## config.mk

```make
export PLATFORM = sky130hd
export DESIGN_NAME = tm_conflict_det
export DESIGN_NICKNAME = d
export VERILOG_FILES = /design/src/rtl/tmsig_pkg.sv /design/src/rtl/sig_hash.sv /design/src/rtl/sig_track.sv /design/src/rtl/conflict_chk.sv /design/src/rtl/tm_conflict_det.sv
export SDC_FILE = /design/constraint.sdc
export NUM_CORES = 1
export LEC_CHECK = 0
export BUFFER_PORTS_ARGS = -buffer_cell sky130_fd_sc_hd__buf_2
export CORE_ASPECT_RATIO = 0.9
export CORE_MARGIN = 2
export CORE_UTILIZATION = 35
export CTS_BUF_LIST = sky130_fd_sc_hd__clkbuf_8
export CTS_CLUSTER_SIZE = 12
export DETAILED_ROUTE_END_ITERATION = 10
export GPL_TIMING_DRIVEN = 0
export PLACE_DENSITY_LB_ADDON = 0.25
export SYNTH_ARGS = -nofsm -noshare
export SYNTH_HDL_FRONTEND = slang
export SYNTH_SLANG_ARGS = --single-unit
```

## constraint.sdc

```tcl
create_clock -name clk -period 5.51 [get_ports clk]
set_clock_uncertainty 0.1 [all_clocks]
set_input_delay 0.2755 -clock clk [delete_from_list [all_inputs] [get_ports clk]]
set_output_delay 0.2755 -clock clk [all_outputs]
set_load 0.05 [all_outputs]
```

## src/rtl/tmsig_pkg.sv

```systemverilog
package tmsig_pkg;
    localparam int NTHR = 2;

    typedef enum logic [1:0] {
        ACC_NONE  = 2'd0,
        ACC_LOAD  = 2'd1,
        ACC_STORE = 2'd2
    } acc_op_e;

    function automatic acc_op_e decode_op(input logic valid, input logic active,
                                          input logic store);
        if (!valid || !active) return ACC_NONE;
        return store ? ACC_STORE : ACC_LOAD;
    endfunction
endpackage

```

## src/rtl/sig_hash.sv

```systemverilog
module sig_hash #(
    parameter int ADDR_W  = 32,
    parameter int IDX_W   = 4,
    parameter int SEL_LSB = 2,
    localparam int SIG_W  = 1 << IDX_W
) (
    input  logic [ADDR_W-1:0] addr,
    output logic [IDX_W-1:0]  idx,
    output logic [SIG_W-1:0]  hot
);
    // bit selection: a contiguous address field names the signature bit
    assign idx = addr[SEL_LSB +: IDX_W];

    for (genvar b = 0; b < SIG_W; b++) begin : g_dec
        assign hot[b] = (idx == IDX_W'(b));
    end

    logic unused_addr_bits;
    assign unused_addr_bits = ^addr;
endmodule

```

## src/rtl/sig_track.sv

```systemverilog
module sig_track #(
    parameter int SIG_W = 16
) (
    input  logic             clk,
    input  logic             rst_n,
    input  logic             clr,
    input  logic             set_rd,
    input  logic             set_wr,
    input  logic [SIG_W-1:0] hot,
    output logic [SIG_W-1:0] rd_q,
    output logic [SIG_W-1:0] wr_q
);
    typedef struct packed {
        logic [SIG_W-1:0] rd;
        logic [SIG_W-1:0] wr;
    } sig_t;

    sig_t sig_d, sig_q;

    always_comb begin
        sig_d = sig_q;
        if (clr) begin
            sig_d.rd = '0;
            sig_d.wr = '0;
        end else begin
            if (set_rd) sig_d.rd = sig_q.rd | hot;
            if (set_wr) sig_d.wr = sig_q.wr | hot;
        end
    end

    always_ff @(posedge clk or negedge rst_n) begin
        if (!rst_n) sig_q <= '0;
        else        sig_q <= sig_d;
    end

    assign rd_q = sig_q.rd;
    assign wr_q = sig_q.wr;

    p_clear_empties_r7: assert property (@(posedge clk) disable iff (!rst_n)
        $past(clr) |-> (rd_q == '0 && wr_q == '0));

    p_one_new_read_bit_r1: assert property (@(posedge clk) disable iff (!rst_n)
        $countones(rd_q & ~$past(rd_q)) <= 1);

    p_one_new_write_bit_r2: assert property (@(posedge clk) disable iff (!rst_n)
        $countones(wr_q & ~$past(wr_q)) <= 1);
endmodule

```

## src/rtl/conflict_chk.sv

```systemverilog
module conflict_chk
    import tmsig_pkg::*;
#(
    parameter int SIG_W = 16
) (
    input  acc_op_e          op0,
    input  acc_op_e          op1,
    input  logic [SIG_W-1:0] hot0,
    input  logic [SIG_W-1:0] hot1,
    input  logic [SIG_W-1:0] rd0,
    input  logic [SIG_W-1:0] wr0,
    input  logic [SIG_W-1:0] rd1,
    input  logic [SIG_W-1:0] wr1,
    output logic [1:0]       abort_now
);
    logic hit0, hit1, pair;

    function automatic logic probe(input acc_op_e op, input logic [SIG_W-1:0] hot,
                                   input logic [SIG_W-1:0] rd_o,
                                   input logic [SIG_W-1:0] wr_o);
        case (op)
            ACC_STORE: return |(hot & (rd_o | wr_o));
            ACC_LOAD:  return |(hot & wr_o);
            default:   return 1'b0;
        endcase
    endfunction

    always_comb begin
        hit0 = probe(op0, hot0, rd1, wr1);
        hit1 = probe(op1, hot1, rd0, wr0);
        pair = (op0 != ACC_NONE) && (op1 != ACC_NONE) && (|(hot0 & hot1))
               && ((op0 == ACC_STORE) || (op1 == ACC_STORE));
        // same-cycle clash: thread 0 has fixed priority
        abort_now[0] = hit0;
        abort_now[1] = hit1 | pair;
    end
endmodule

```

## src/rtl/tm_conflict_det.sv

```systemverilog
module tm_conflict_det
    import tmsig_pkg::*;
#(
    parameter int ADDR_W  = 32,
    parameter int IDX_W   = 4,
    parameter int SEL_LSB = 2
) (
    input  logic              clk,
    input  logic              rst_n,
    input  logic [1:0]        tx_active,
    input  logic [1:0]        tx_end,
    input  logic [1:0]        acc_valid,
    input  logic [1:0]        acc_store,
    input  logic [ADDR_W-1:0] acc_addr0,
    input  logic [ADDR_W-1:0] acc_addr1,
    output logic [1:0]        abort_req
);
    localparam int SIG_W = 1 << IDX_W;

    typedef struct packed {
        logic [NTHR-1:0] abort;
    } state_t;

    acc_op_e          op   [NTHR];
    logic [IDX_W-1:0] idx  [NTHR];
    logic [SIG_W-1:0] hot  [NTHR];
    logic [SIG_W-1:0] rd_s [NTHR];
    logic [SIG_W-1:0] wr_s [NTHR];
    logic [1:0]       abort_now;
    state_t           st_d, st_q;

    for (genvar t = 0; t < NTHR; t++) begin : g_thr
        sig_hash #(.ADDR_W(ADDR_W), .IDX_W(IDX_W), .SEL_LSB(SEL_LSB)) u_hash (
            .addr (t == 0 ? acc_addr0 : acc_addr1),
            .idx  (idx[t]),
            .hot  (hot[t])
        );

        assign op[t] = decode_op(acc_valid[t], tx_active[t], acc_store[t]);

        sig_track #(.SIG_W(SIG_W)) u_trk (
            .clk    (clk),
            .rst_n  (rst_n),
            .clr    (tx_end[t] | abort_now[t]),
            .set_rd (op[t] == ACC_LOAD),
            .set_wr (op[t] == ACC_STORE),
            .hot    (hot[t]),
            .rd_q   (rd_s[t]),
            .wr_q   (wr_s[t])
        );

        p_abort_needs_access_r5: assert property (@(posedge clk) disable iff (!rst_n)
            abort_req[t] |-> $past(acc_valid[t] && tx_active[t]));

        p_inactive_quiet_r6: assert property (@(posedge clk) disable iff (!rst_n)
            $past(!tx_active[t]) |-> !abort_req[t]);
    end

    conflict_chk #(.SIG_W(SIG_W)) u_chk (
        .op0       (op[0]),
        .op1       (op[1]),
        .hot0      (hot[0]),
        .hot1      (hot[1]),
        .rd0       (rd_s[0]),
        .wr0       (wr_s[0]),
        .rd1       (rd_s[1]),
        .wr1       (wr_s[1]),
        .abort_now (abort_now)
    );

    always_comb begin
        st_d       = st_q;
        st_d.abort = abort_now;
    end

    always_ff @(posedge clk or negedge rst_n) begin
        if (!rst_n) st_q <= '0;
        else        st_q <= st_d;
    end

    assign abort_req = st_q.abort;

    p_pair_aborts_thread1_r8: assert property (@(posedge clk) disable iff (!rst_n)
        $past(op[0] != ACC_NONE && op[1] != ACC_NONE && idx[0] == idx[1]
              && (op[0] == ACC_STORE || op[1] == ACC_STORE)) |-> abort_req[1]);

    p_loads_spare_read_sets_r3: assert property (@(posedge clk) disable iff (!rst_n)
        $past(op[0] == ACC_LOAD && wr_s[1] == '0) |-> !abort_req[0]);
endmodule

```

==> results.md <==
* Tot GR Track Use at 0.211
* Post-synthesis average cell area at 9.80 um2
* DRT Pass-1 Iters at 5
* Commonest non-fill, non-tap cells in the layout: 69 x a21oi_1, 66 x dfrtp_1, 35 x nor3_1
* Seq/Total Area, Yosys at 0.448
* Worst VDD drop at 0.127 mV
* Final Hold Fails at 0
* Reported max-cap violation count at 0
* Arr. time, crit path at 2810 ps
* GPL Wtd Cong at 0.902
* Int Pwr at 690 uW
* TritonCTS clock tree: yes
* Nets at 479
* DRT antenna net count at 0
* Syn nets at 450
* Cell variety after synth at 52
* Post-CTS sizing at 0
* Crit end category: flip-flop
* DP HPWL at 8.02 mm
* Util after Layout at 0.402
* First-pass GRT wire length at 18.4 mm
* Area growth, synth to finish at 11.8%
* Clock Tree Root: clkbuf_8
* CTS sink cnt at 66
* Post-synth EDFFs at 0
* Setup violators final at 0
* Setup Crit Path Kind: in2reg
* Crit path max fanout at 10
* H-tree depth at 3
* Number of I/O port buffers at 17
* Final WL at 11.6 mm
* Most common cell after layout, fill and taps aside: a21oi_1
* Achievable Freq at 371 MHz
* Core area at 10,200 um2
* Mapped Area at 3690 um2
* Core Rows at 35
* Final Slew Violations at 0
* NetSw at 296 uW
* Slew @ Worst Pin at 1410 ps
* Largest family of logic cells by synthesized area: simple AND/OR/NAND/NOR gates
* Setup crit start kind: input pin
* Hold_ws at 71.5 ps
* TNS Setup at 0 ps
* Switch share at 0.300
* Io pins at 76
* # DRC at 0
* Die H at 101 um
* RSZ-0062 raised after global routing: false
* Synth warn at 0
* Initial DRC count at 322
* Simple-Gate Fraction of Synth Area at 0.289
* Worst-path clk slew at 80 ps
* Vias in the first global route at 3,063
* Via/cell ratio at 6.01
* Compound-Gate Fraction of Synth Area at 0.182
* Adder-cell share of the synthesized area at 0
* Clk pwr share at 0.389
* Grt ovf at 0
* Mux share of post-synthesis cell area at 0.0146
* Layout cell share with drive strength beyond 1 at 0.241
* Die area at 11,400 um2
* Share of total power in combinational logic at 0.114
* Worst-Skew Late Latency at 360 ps
* FFs w/ async S/R, synth at 1.00
* Relative slew margins at 0.0480
* #FFs+latches synth at 66
* Seq pwr share at 0.496
* Initial Util at 0.360
* Min Tclk post-route at 2700 ps
* Tcrit/Tclk final at 0.489
* Main synth FF type: dfrtp_1
* Min-delay worst type: in2reg
* Clock Path Buffers at 2
* WL/cell at 21.6 um
* Via Count at 3,237
* Status: completed
* XOR/XNOR Fraction of Synth Area at 0
* P per Cell Area at 239 nW/um2
* Largest net degree at the start of global routing at 67
* Synth Instances at 376
* Antenna diode count at 0
* Chip width at 112 um
* Static leakage at 1.77 nW
* Initial antenna violation count at 0
* CP Data Required Time at 5620 ps
* Cts bufs inserted at 9
==> worst max-delay path, cell delays in order <==
cell	delay [ps]
buf_2	140
buf_2	170
nor4b_1	1110
a222oi_1	410
a31oi_4	370
buf_4	260
nor3_1	70
==> path summary, 6_finish.rpt <==
kind | cells after the start | end | slack, ps | start
max | 7 | g_thr[0].u_trk.wr_q[10] | 2810 | acc_addr0[4]
min | 2 | g_thr[0].u_trk.wr_q[3] | 70 | tx_end[0]
max reg2reg | 8 | g_thr[1].u_trk.rd_q[8] | 3260 | g_thr[0].u_trk.wr_q[0]
max in group asynchronous | 2 | g_thr[0].u_trk.wr_q[8] | 4280 | rst_n
min in group asynchronous | 2 | g_thr[1].u_trk.wr_q[12] | 480 | rst_n
min reg2reg | 2 | g_thr[1].u_trk.rd_q[1] | 390 | g_thr[1].u_trk.rd_q[1]
==> sequential cells by signal, summed over array words and instances (netlist names) <==
signal / cells
g_thr.u_trk.rd_q: 32
g_thr.u_trk.wr_q: 32
abort_req: 2
==> final cells by class <==
| type | instances | area, um2 |
|---|---|---|
| Buffer | 36 | 244 |
| Timing Repair Buffer | 18 | 97.6 |
| Sequential cell | 66 | 1650 |
| Fill cell | 1036 | 6130 |
| Tap cell | 129 | 161 |
| Clock inverter | 7 | 52.6 |
| Clock buffer | 9 | 124 |
| Multi-Input combinational cell | 274 | 1790 |
==> logic make-up (layout without fill, tap and decap cells) <==
| group | count (synthesis) | in the layout |
|---|---|---|
| flip-flops | 66 | 66 |
| AND/OR/NAND/NOR | 161 | 161 |
| AO/OA/AOI/OAI | 109 | 109 |
| buffers and inverters | 36 | 70 |
| multiplexers | 4 | 4 |
==> power groups by stage <==
stage | Sequential (mW) | Clock (mW) | Combinational [mW]
floorplan | 0.500 | 0 | 0.0653
global placement | 0.499 | 0 | 0.110
detailed placement | 0.499 | 0 | 0.110
CTS | 0.489 | 0.384 | 0.111
global route | 0.490 | 0.415 | 0.121
finish | 0.489 | 0.384 | 0.113
==> timing repair <==
item,in CTS,in global routing
hold endpoints to repair,66,0
setup buffers,0,0
hold buffers,1,0
==> routing by layer <==
| metal | up-vias | GRT usage | routed length, um |
|---|---|---|---|
| li1 | 1465 | - | - |
| met1 | 1595 | 0.316 | 5310 |
| met2 | 158 | 0.323 | 5030 |
| met3 | 19 | 0.0335 | 989 |
| met4 | 0 | 0.0535 | 302 |
| met5 | - | 0 | 0 |
==> cell usage after synthesis, types with 2 or more instances <==
| master | count | area share |
|---|---|---|
| buf_2 | 11 | 0.015 |
| a31oi_1 | 2 | 0.0034 |
| nor2_2 | 7 | 0.012 |
| and3_1 | 3 | 0.0051 |
| nand3b_1 | 7 | 0.014 |
| mux2i_1 | 2 | 0.0054 |
| or4b_1 | 2 | 0.0054 |
| a21oi_1 | 69 | 0.094 |
| or2_2 | 16 | 0.027 |
| nand4_1 | 6 | 0.010 |
| nor4_1 | 2 | 0.0034 |
| nor4bb_1 | 5 | 0.014 |
| buf_6 | 7 | 0.021 |
| nand2_1 | 8 | 0.0081 |
| a22oi_1 | 15 | 0.031 |
| and4b_1 | 9 | 0.024 |
| a21boi_0 | 2 | 0.0041 |
| dfrtp_1 | 66 | 0.45 |
| and4bb_2 | 8 | 0.027 |
| o21ai_1 | 2 | 0.0027 |
| nand3_1 | 2 | 0.0027 |
| a311o_1 | 2 | 0.0054 |
| nor4b_1 | 7 | 0.017 |
| and4_1 | 3 | 0.0071 |
| nor2_1 | 30 | 0.031 |
| buf_4 | 7 | 0.014 |
| clkbuf_1 | 10 | 0.010 |
| o21ai_0 | 4 | 0.0054 |
| nor3_1 | 35 | 0.048 |
| a22o_1 | 4 | 0.0095 |
| nor3b_1 | 2 | 0.0041 |
==> per-stage QoR <==
step	cells	cell area [um2]	setup WS [ps]	power, mW
finish	539	4120	2810	0.986
global route	539	4120	2740	1.03
CTS	539	4120	2880	0.984
detailed placement	522	3940	2540	0.609
global placement	522	3930	2470	0.609
floorplan	376	3690	3430	0.565
Note: power is estimated with default switching activity, not from simulation.
